File: config.mk
export PLATFORM = sky130hd
export DESIGN_NAME = fhl_top
export DESIGN_NICKNAME = d
export VERILOG_FILES = /design/src/rtl/fhl_pkg.sv /design/src/rtl/fhl_ctrl.sv /design/src/rtl/fhl_store.sv /design/src/rtl/fhl_rdport.sv /design/src/rtl/fhl_top.sv
export SDC_FILE = /design/constraint.sdc
export NUM_CORES = 1
export LEC_CHECK = 0
export ABC_AREA = 1
export CAP_MARGIN = 5
export CORE_MARGIN = 8
export CORE_UTILIZATION = 51
export CTS_CLUSTER_SIZE = 30
export DETAILED_ROUTE_END_ITERATION = 8
export PLACE_DENSITY = 0.69
export SKIP_LAST_GASP = 1
export SYNTH_ARGS = -nofsm -noshare
export SYNTH_HDL_FRONTEND = slang
export SYNTH_SLANG_ARGS = --single-unit
File: constraint.sdc
create_clock -name clk -period 2.95 [get_ports clk]
set_input_delay 0.295 -clock clk [delete_from_list [all_inputs] [get_ports clk]]
set_output_delay 0.295 -clock clk [all_outputs]
set_load 0.05 [all_outputs]
File: src/rtl/fhl_pkg.sv
package fhl_pkg;
    localparam int FHL_WORDS = 5;     // words per record
    localparam int FHL_OFF_CODE = 0;
    localparam int FHL_OFF_LEN  = 1;
    localparam int FHL_OFF_DET  = 2;  // first detail word

    typedef enum logic [1:0] {
        ST_EMPTY   = 2'd0,
        ST_FILLING = 2'd1,
        ST_FULL    = 2'd2
    } fill_state_e;
endpackage

File: src/rtl/fhl_ctrl.sv
module fhl_ctrl
    import fhl_pkg::*;
#(
    parameter int NREC = 8,
    localparam int CW = $clog2(NREC + 1)
) (
    input  logic          clk,
    input  logic          rst_n,
    input  logic          log_valid,
    input  logic          clr,
    input  logic          mode_fixed,
    output logic          do_shift,
    output logic          do_head,
    output logic          do_clear,
    output logic [CW-1:0] fill_cnt
);
    fill_state_e state_q, state_d;
    logic [CW-1:0] cnt_q, cnt_d;
    logic          accept;

    assign accept = log_valid && !clr;

    // next state
    always_comb begin
        state_d = state_q;
        cnt_d   = cnt_q;
        if (clr) begin
            state_d = ST_EMPTY;          // T_CLEAR
            cnt_d   = '0;
        end else if (log_valid) begin
            unique case (state_q)
                ST_EMPTY: begin          // T_FIRST
                    cnt_d   = CW'(1);
                    state_d = (NREC == 1) ? ST_FULL : ST_FILLING;
                end
                ST_FILLING: begin
                    cnt_d = cnt_q + CW'(1);
                    if (cnt_q == CW'(NREC - 1)) begin
                        state_d = ST_FULL; // T_LAST
                    end
                end
                ST_FULL: begin           // T_STAY
                    cnt_d = cnt_q;
                end
                default: begin
                    state_d = ST_EMPTY;
                    cnt_d   = '0;
                end
            endcase
        end
    end

    // state register
    always_ff @(posedge clk or negedge rst_n) begin
        if (!rst_n) begin
            state_q <= ST_EMPTY;
            cnt_q   <= '0;
        end else begin
            state_q <= state_d;
            cnt_q   <= cnt_d;
        end
    end

    // outputs
    always_comb begin
        do_shift = 1'b0;
        do_head  = 1'b0;
        do_clear = clr;
        unique case (state_q)
            ST_EMPTY, ST_FILLING: do_shift = accept;
            ST_FULL: begin
                do_shift = accept && !mode_fixed;
                do_head  = accept &&  mode_fixed;
            end
            default: ;
        endcase
    end

    assign fill_cnt = cnt_q;
endmodule

File: src/rtl/fhl_store.sv
module fhl_store
    import fhl_pkg::*;
#(
    parameter int NREC = 8,
    parameter int DW   = 16,
    parameter int LW   = 2,
    localparam int TOT = NREC * FHL_WORDS
) (
    input  logic              clk,
    input  logic              rst_n,
    input  logic              do_shift,
    input  logic              do_head,
    input  logic              do_clear,
    input  logic [DW-1:0]     in_code,
    input  logic [LW-1:0]     in_len,
    input  logic [DW-1:0]     in_d1,
    input  logic [DW-1:0]     in_d2,
    input  logic [DW-1:0]     in_d3,
    output logic [TOT*DW-1:0] mem_flat
);
    logic [DW-1:0] mem_q [NREC][FHL_WORDS];
    logic [DW-1:0] new_w [FHL_WORDS];

    // build the incoming record, zeroing detail words past the length
    always_comb begin
        new_w[FHL_OFF_CODE]    = in_code;
        new_w[FHL_OFF_LEN]     = DW'(in_len);
        new_w[FHL_OFF_DET]     = (in_len >= LW'(1)) ? in_d1 : '0;
        new_w[FHL_OFF_DET + 1] = (in_len >= LW'(2)) ? in_d2 : '0;
        new_w[FHL_OFF_DET + 2] = (in_len >= LW'(3)) ? in_d3 : '0;
    end

    for (genvar r = 0; r < NREC; r++) begin : g_rec
        for (genvar w = 0; w < FHL_WORDS; w++) begin : g_word
            if (r == 0) begin : g_head
                always_ff @(posedge clk or negedge rst_n) begin
                    if (!rst_n) begin
                        mem_q[r][w] <= '0;
                    end else if (do_clear) begin
                        mem_q[r][w] <= '0;
                    end else if (do_shift || do_head) begin
                        mem_q[r][w] <= new_w[w];
                    end
                end
            end else begin : g_tail
                always_ff @(posedge clk or negedge rst_n) begin
                    if (!rst_n) begin
                        mem_q[r][w] <= '0;
                    end else if (do_clear) begin
                        mem_q[r][w] <= '0;
                    end else if (do_shift) begin
                        mem_q[r][w] <= mem_q[r-1][w];
                    end
                end
            end
            assign mem_flat[(r*FHL_WORDS + w)*DW +: DW] = mem_q[r][w];
        end
    end
endmodule

File: src/rtl/fhl_rdport.sv
module fhl_rdport
    import fhl_pkg::*;
#(
    parameter int NREC = 8,
    parameter int DW   = 16,
    localparam int TOT = NREC * FHL_WORDS,
    localparam int AW  = $clog2(TOT)
) (
    input  logic [TOT*DW-1:0] mem_flat,
    input  logic [AW-1:0]     rd_addr,
    output logic [DW-1:0]     rd_data
);
    always_comb begin
        rd_data = '0;
        for (int a = 0; a < TOT; a++) begin
            if (rd_addr == AW'(a)) begin
                rd_data = mem_flat[a*DW +: DW];
            end
        end
    end
endmodule

File: src/rtl/fhl_top.sv
module fhl_top
    import fhl_pkg::*;
#(
    parameter int NREC = 8,
    parameter int DW   = 16,
    parameter int LW   = 2,
    localparam int TOT = NREC * FHL_WORDS,
    localparam int AW  = $clog2(TOT),
    localparam int CW  = $clog2(NREC + 1)
) (
    input  logic          clk,
    input  logic          rst_n,
    input  logic          log_valid,
    input  logic [DW-1:0] log_code,
    input  logic [LW-1:0] log_len,
    input  logic [DW-1:0] log_d1,
    input  logic [DW-1:0] log_d2,
    input  logic [DW-1:0] log_d3,
    input  logic          mode_fixed,
    input  logic          clr,
    input  logic [AW-1:0] rd_addr,
    output logic [DW-1:0] rd_data
);
    logic              do_shift, do_head, do_clear;
    logic [CW-1:0]     fill_cnt;
    logic [TOT*DW-1:0] mem_flat;

    fhl_ctrl #(.NREC(NREC)) u_ctrl (
        .clk        (clk),
        .rst_n      (rst_n),
        .log_valid  (log_valid),
        .clr        (clr),
        .mode_fixed (mode_fixed),
        .do_shift   (do_shift),
        .do_head    (do_head),
        .do_clear   (do_clear),
        .fill_cnt   (fill_cnt)
    );

    fhl_store #(.NREC(NREC), .DW(DW), .LW(LW)) u_store (
        .clk      (clk),
        .rst_n    (rst_n),
        .do_shift (do_shift),
        .do_head  (do_head),
        .do_clear (do_clear),
        .in_code  (log_code),
        .in_len   (log_len),
        .in_d1    (log_d1),
        .in_d2    (log_d2),
        .in_d3    (log_d3),
        .mem_flat (mem_flat)
    );

    fhl_rdport #(.NREC(NREC), .DW(DW)) u_rd (
        .mem_flat (mem_flat),
        .rd_addr  (rd_addr),
        .rd_data  (rd_data)
    );
endmodule

Word-level counts from Yosys, hierarchy flattened
Index checks and enable logic that the tools add are counted.
{"block": "op_classes", "addsub": 1, "multipliers": 0, "div": 0, "magnitude_cmp": 3, "n_eq_ne": 44, "shift": 0, "muxes": 132, "n_bitwise": 0, "n_reduce_logical": 14}
{"cell": "$mux 16", "count": 123}
{"cell": "$eq 6x5->1 const B", "count": 16}
{"cell": "$eq 6x4->1 const B", "count": 8}
{"cell": "$eq 6x6->1 const B", "count": 8}
{"cell": "$eq 6x3->1 const B", "count": 4}
{"cell": "$eq 6x2->1 const B", "count": 2}
{"cell": "$pmux 4 s3", "count": 1}
{"cell": "$mux 4", "count": 2}
{"cell": "$eq 6x1->1 const B", "count": 1}
{"cell": "$logic_not 6->1", "count": 1}
{"cell": "$mux 2", "count": 3}
{"cell": "$pmux 2 s3", "count": 1}
{"cell": "$reduce_bool 2->1", "count": 3}
{"cell": "$add 4x1->4 const B", "count": 1}
{"cell": "$eq 4x3->1 const B", "count": 1}
{"cell": "$ge 2x2->1 const B", "count": 2}
{"cell": "$logic_and 1x1->1", "count": 3}
{"cell": "$ne 3x2->1 const B", "count": 1}
{"cell": "$reduce_and 3->1", "count": 1}
{"cell": "$eq 2x1->1 const B", "count": 1}
{"cell": "$eq 2x2->1 const B", "count": 1}
{"cell": "$ge 2x1->1 const B", "count": 1}
{"cell": "$logic_not 1->1", "count": 2}
{"cell": "$logic_not 2->1", "count": 1}
{"cell": "other kinds (6)", "count": 6}
{"block": "totals", "regBits": 646, "latch_bits": 0, "mem_bits_rw": 0, "mem_bits_ro": 0, "input_bits": 77, "out_inout_bits": 16, "elab_cells": 236, "mem_count": 0}

Logic depth before layout (Yosys ltp)
{"block": "logic_depth", "ltp_word": 41, "mapped_depth": 25, "depth_no_buf": 25}

Cells and area by module
A second synthesis with hierarchy kept.
{"block": "unflattened", "cells_unflattened": 3831, "area_unflattened_um2": 27916.8}
{"module": "fhl_store", "instances": 1, "cells_per_inst": 2492, "area_each_um2": 21982.3, "seq_area_each_um2": 13212.7}
{"module": "fhl_rdport", "instances": 1, "cells_per_inst": 1280, "area_each_um2": 5532.8, "seq_area_each_um2": 0.0}
{"module": "fhl_ctrl", "instances": 1, "cells_per_inst": 59, "area_each_um2": 401.6, "seq_area_each_um2": 150.1}

Worst setup path after synthesis
OpenSTA, ideal clock, no wires.
{"block": "synth_path", "path_kind": "input-to-output", "start": "in rd_addr[4]", "end": "out rd_data[0]", "arrival_time_ps": 2443, "t_required_ps": 2655, "slack_ps": 212, "path_stages": 23, "n_path_buf": 1, "cell_sequence": "nor2_4 buf_2 nand3_2 inv_2 nand2_1 nand2_1 nand4_1 nand2_1 nand4_1 nand2_1 nand4_1 nor2_1 nand3_1 nand2_1 nand3_1 nand2_1 nand4_1 nor2_1 nand3_1 nand2_1 nand4_1 nor2_1 nand4_1"}
{"block": "synth_between", "elab_chain_cells": 41, "word_cells_on_any_way": 80, "cone_classes": "39 x eq/ne; 40 x mux; 1 x reduce/logical"}
{"item": "from (decl)", "line_no": "fhl_top.sv:21", "source": "input logic [AW-1:0] rd_addr,"}
{"item": "$logic_not 6->1", "line_no": "fhl_rdport.sv:16", "source": "if (rd_addr == AW'(a)) begin"}
{"item": "$mux 16 (39 in series)", "line_no": "fhl_rdport.sv:16"}
{"item": "$mux 16 *", "line_no": "fhl_rdport.sv:16"}
{"item": "to (decl)", "line_no": "fhl_top.sv:22", "source": "output logic [DW-1:0] rd_data"}
Mark *: on every way between the ends. The rest lies on a longest branch, timed or not.

Worst setup path after layout
{"block": "layout_path", "start": "reg u_store.mem_q (netlist bit u_store.mem_flat[2])", "end": "out rd_data[2]"}
{"block": "layout_between", "elab_chain_cells": 40}
{"item": "from (decl)", "line_no": "fhl_store.sv:21", "source": "logic [DW-1:0] mem_q [NREC][FHL_WORDS];"}
{"item": "from (signal, indexed assignment)", "line_no": "fhl_store.sv:42", "source": "mem_q[r][w] <= new_w[w];"}
{"item": "$mux 16 (40 in series)", "line_no": "fhl_rdport.sv:16"}
No other way between the ends.

==> results.toml <==
[run_status]
outcome = "finished with violations"
violations = "negative setup slack"

[die]
dieArea_um2 = 53100
coreArea_um2 = 45400
die_w_um = 230
ios = 93
num_rows = 78
die_y_um = 230
initial_core_util = 0.517

[clocking]
clkTransAtPathRegs_ns = 0.06
cts.sinks = 534
clk_latency_ns = 0.60
clockBufferDepth = 3
root_buffer = "clkbuf_16"
cts.htree.levels = 2
cts_tree = "done"
numCtsBuffers = 54

[pwr]
comb_power_share = 0.089
p_switching_mw = 3.85
p_leak_nw = 12.1
p_sw_frac = 0.245
p_total_mw = 15.7
p_per_area_nw_per_um2 = 557
power.share.sequential = 0.478
p_int_mw = 11.9
vdd_drop_max_mv = 0.453
clkPwrFrac = 0.433

[critical_path]
crit_path_end_kind = "output port"
start_kind = "register"
r2r_cells = 7
cp.required_ns = 2.65
worst_ep_arrival_time_ns = 3.13
critPathMaxFanout = 2
worst-setup-path-type = "reg2out"
reg2reg_slack_ns = 0.92

[sta]
worst_pin_slew_ns = 0.769
max_slew_margin = 0.487
setup_viol = 16
grt_setup_unrepaired = "true"
fin_crit_sh = 1.16
setup_ws_ns = -0.479
slew_violations = 0
hold_viol_final = 0
finalCriticalPeriod_ns = 3.43
clock_skew_ns = 0.0108
fmaxAchievable_mhz = 292

[global_routing]
grt_pass1_vias = 20400
grt_overflow = 0
grt_max_degree = 166
grt_usage = 0.243
grt_pass1_wl_um = 106000
antenna_found_initial = 0

[min_path]
hold_class = "in2reg"
whs_path_depth = 3

[synth]
synth-compound-area-share = 0.188
syn_nets = 2740
ys_seq_elements = 534
netlist_area_um2 = 23400
synth-adder-area-share = 0.000534
synthFlopType = "dfrtp_1"
yosysWarnings = 0
syn_inst = 2662
synthMuxAreaShare = 0
avgSynthCellArea_um2 = 8.81
synth_xor_area_frac = 0.000374
async_flop_share = 1.00
yosysSeqAreaShare = 0.570
synth_edf_count = 0
ys_types = 33
synth_top_family_by_area = "compound AO/OA/AOI/OAI gates"
synthSimpleGateAreaFrac = 0.126

[final_layout]
antennaDiodeCount = 0
fin_nets = 2883
area_growth_pct = 20.4
post_route_cells_drive_above_1_share = 0.130
fin_cells = 3448

[drt]
wl_met2_um = 34900
drtIter0Drc = 1699
wl_per_cell_um = 18.7
maxUsedRoutingLayer = "met4"
drc_errors = 0
final_antenna_net_count = 0
m1WireLength_um = 25500
routed_via_density = 5.67
wl_um = 64600
wl_met3_um = 2500
drtPass1Iterations = 6
vias = 19600

[placement]
hpwlAfterDp_um = 44600
pre_cts_ws_ns = -0.748
portBuffers = 92
place.gp.congestion = 0.876
dp.cells = 3328

[run]
cap_violations = 0
[state kept, by name, indices dropped and copies added (netlist names)]
name / count
u_ctrl.state_q: 2
u_ctrl.fill_cnt: 4
u_store.mem_flat: 528
[area by class of cell]
class                   count  area, um2
flip-flops and latches    534      13400
clock inverters            19        189
fillers                  3831      17100
clock buffers              80       1570
inverters                 540       2040
repair buffers            255       2710
multi-input cells        1420       7620
well taps                 600        751
[synthesized netlist by cell type, types with 3 or more instances]
cell type  count  area, um2
a21oi_1       78        390
buf_1         17       63.8
buf_2          7       35.0
buf_4          3       22.5
buf_6          3       33.8
clkbuf_1     138        518
dfrtp_1      534      13400
inv_1        522       1960
inv_2         16       60.1
nand2_1      409       1540
nand3_1      118        591
nand3_2        5       50.1
nand4_1       74        463
nor2_1        50        188
nor2_2         6       37.5
nor2_4         4       45.0
nor3_1         5       25.0
o2111ai_1     15        131
o211ai_1      14        105
o21ai_0      135        676
o21ai_1       41        205
o22ai_1      456       2850
[stage by stage]
stage          hold WS (ns)  utilization  TNS, ns  instance area (um2)
2_1_floorplan     -0.000591            -        0                23400
3_3_place_gp          0.343        0.575   -10.01                26100
3_5_place_dp          0.351        0.575   -10.59                26100
4_1_cts               0.228        0.617    -6.43                28000
5_1_grt               0.255        0.622   -10.08                28200
6_report              0.257        0.622    -5.43                28200
[what timing repair did]
action,CTS,global route
resized for setup,48,33
endpoints found under the hold margin,70,0
gates cloned,0,0
endpoints found under the setup margin,16,16
pin swaps,14,53
hold buffers,1,0
setup buffers,5,15
[logic make-up (layout without fill, tap and decap cells)]
group           after synthesis  in the layout
simple gates                674            674
buf+inv                     708            894
compound gates              744            744
xor+xnor                      1              1
flops                       534            534
fa+ha+maj                     1              1
[power groups by stage]
stage          clock network, mW  logic [mW]  registers, mW
4_1_cts                     6.91        1.37           7.52
2_1_floorplan                  0       0.694           7.63
3_3_place_gp                   0        1.34           7.64
6_report                    6.81        1.40           7.52
3_5_place_dp                   0        1.35           7.65
5_1_grt                     7.22        1.53           7.53
[worst max-delay path, cell delays in order, from the launching register on]
cell       delay, ns
dfrtp_1         0.37
inv_2           0.08
o22ai_2         0.08
a21oi_2         0.11
o211ai_1        0.09
o21ai_1         0.11
o2111ai_2       0.13
o21ai_1         0.11
nand3_1         0.10
o22ai_1         0.15
nand4_1         0.13
nand2_1         0.10
nand4_1         0.09
nand2_1         0.10
nand3_2         0.07
o21ai_2         0.16
nand4_1         0.10
nand2_1         0.09
nand4_1         0.15
buf_12          0.19
[per-layer routing]
metal,vias to the layer above,global-route usage
met5,-,0
met4,0,0.0742
met3,130,0.0307
met2,464,0.448
met1,9737,0.294
li1,9228,-
[final timing paths]
path,start,end
worst min-delay path,log_d3[5],u_store.mem_flat[69]
worst max register to register,u_ctrl.state_q[0],u_store.mem_flat[206]
max in group asynchronous,rst_n,u_store.mem_flat[497]
min in group asynchronous,rst_n,u_store.mem_flat[42]
worst max-delay path,u_store.mem_flat[2],rd_data[2]
worst min register to register,u_store.mem_flat[612],u_store.mem_flat[612]
[cell usage in the layout (no fill, tap or decap), types with 7 or more instances in the layout]
| cell | Yosys | routed |
|---|---|---|
| nand3_2 | 5 | 11 |
| a21oi_2 | 1 | 8 |
| inv_2 | 16 | 34 |
| nand4_1 | 74 | 74 |
| buf_4 | 3 | 128 |
| dfrtp_1 | 534 | 534 |
| inv_1 | 522 | 501 |
| o211ai_1 | 14 | 14 |
| clkbuf_1 | 138 | 15 |
| o21ai_2 | 0 | 10 |
| nand3_1 | 118 | 112 |
| clkbuf_8 | 0 | 10 |
| clkdlybuf4s50_1 | 0 | 69 |
| o21ai_1 | 41 | 31 |
| o21ai_0 | 135 | 135 |
| o2111ai_1 | 15 | 11 |
| nand2_1 | 409 | 404 |
| buf_12 | 0 | 48 |
| nor2_2 | 6 | 7 |
| o22ai_1 | 456 | 445 |
| clkinv_2 | 0 | 14 |
| clkbuf_16 | 0 | 55 |
| o22ai_2 | 0 | 10 |
| nor2_1 | 50 | 47 |
| a21oi_1 | 78 | 71 |
(Power assumes the default switching activity.)
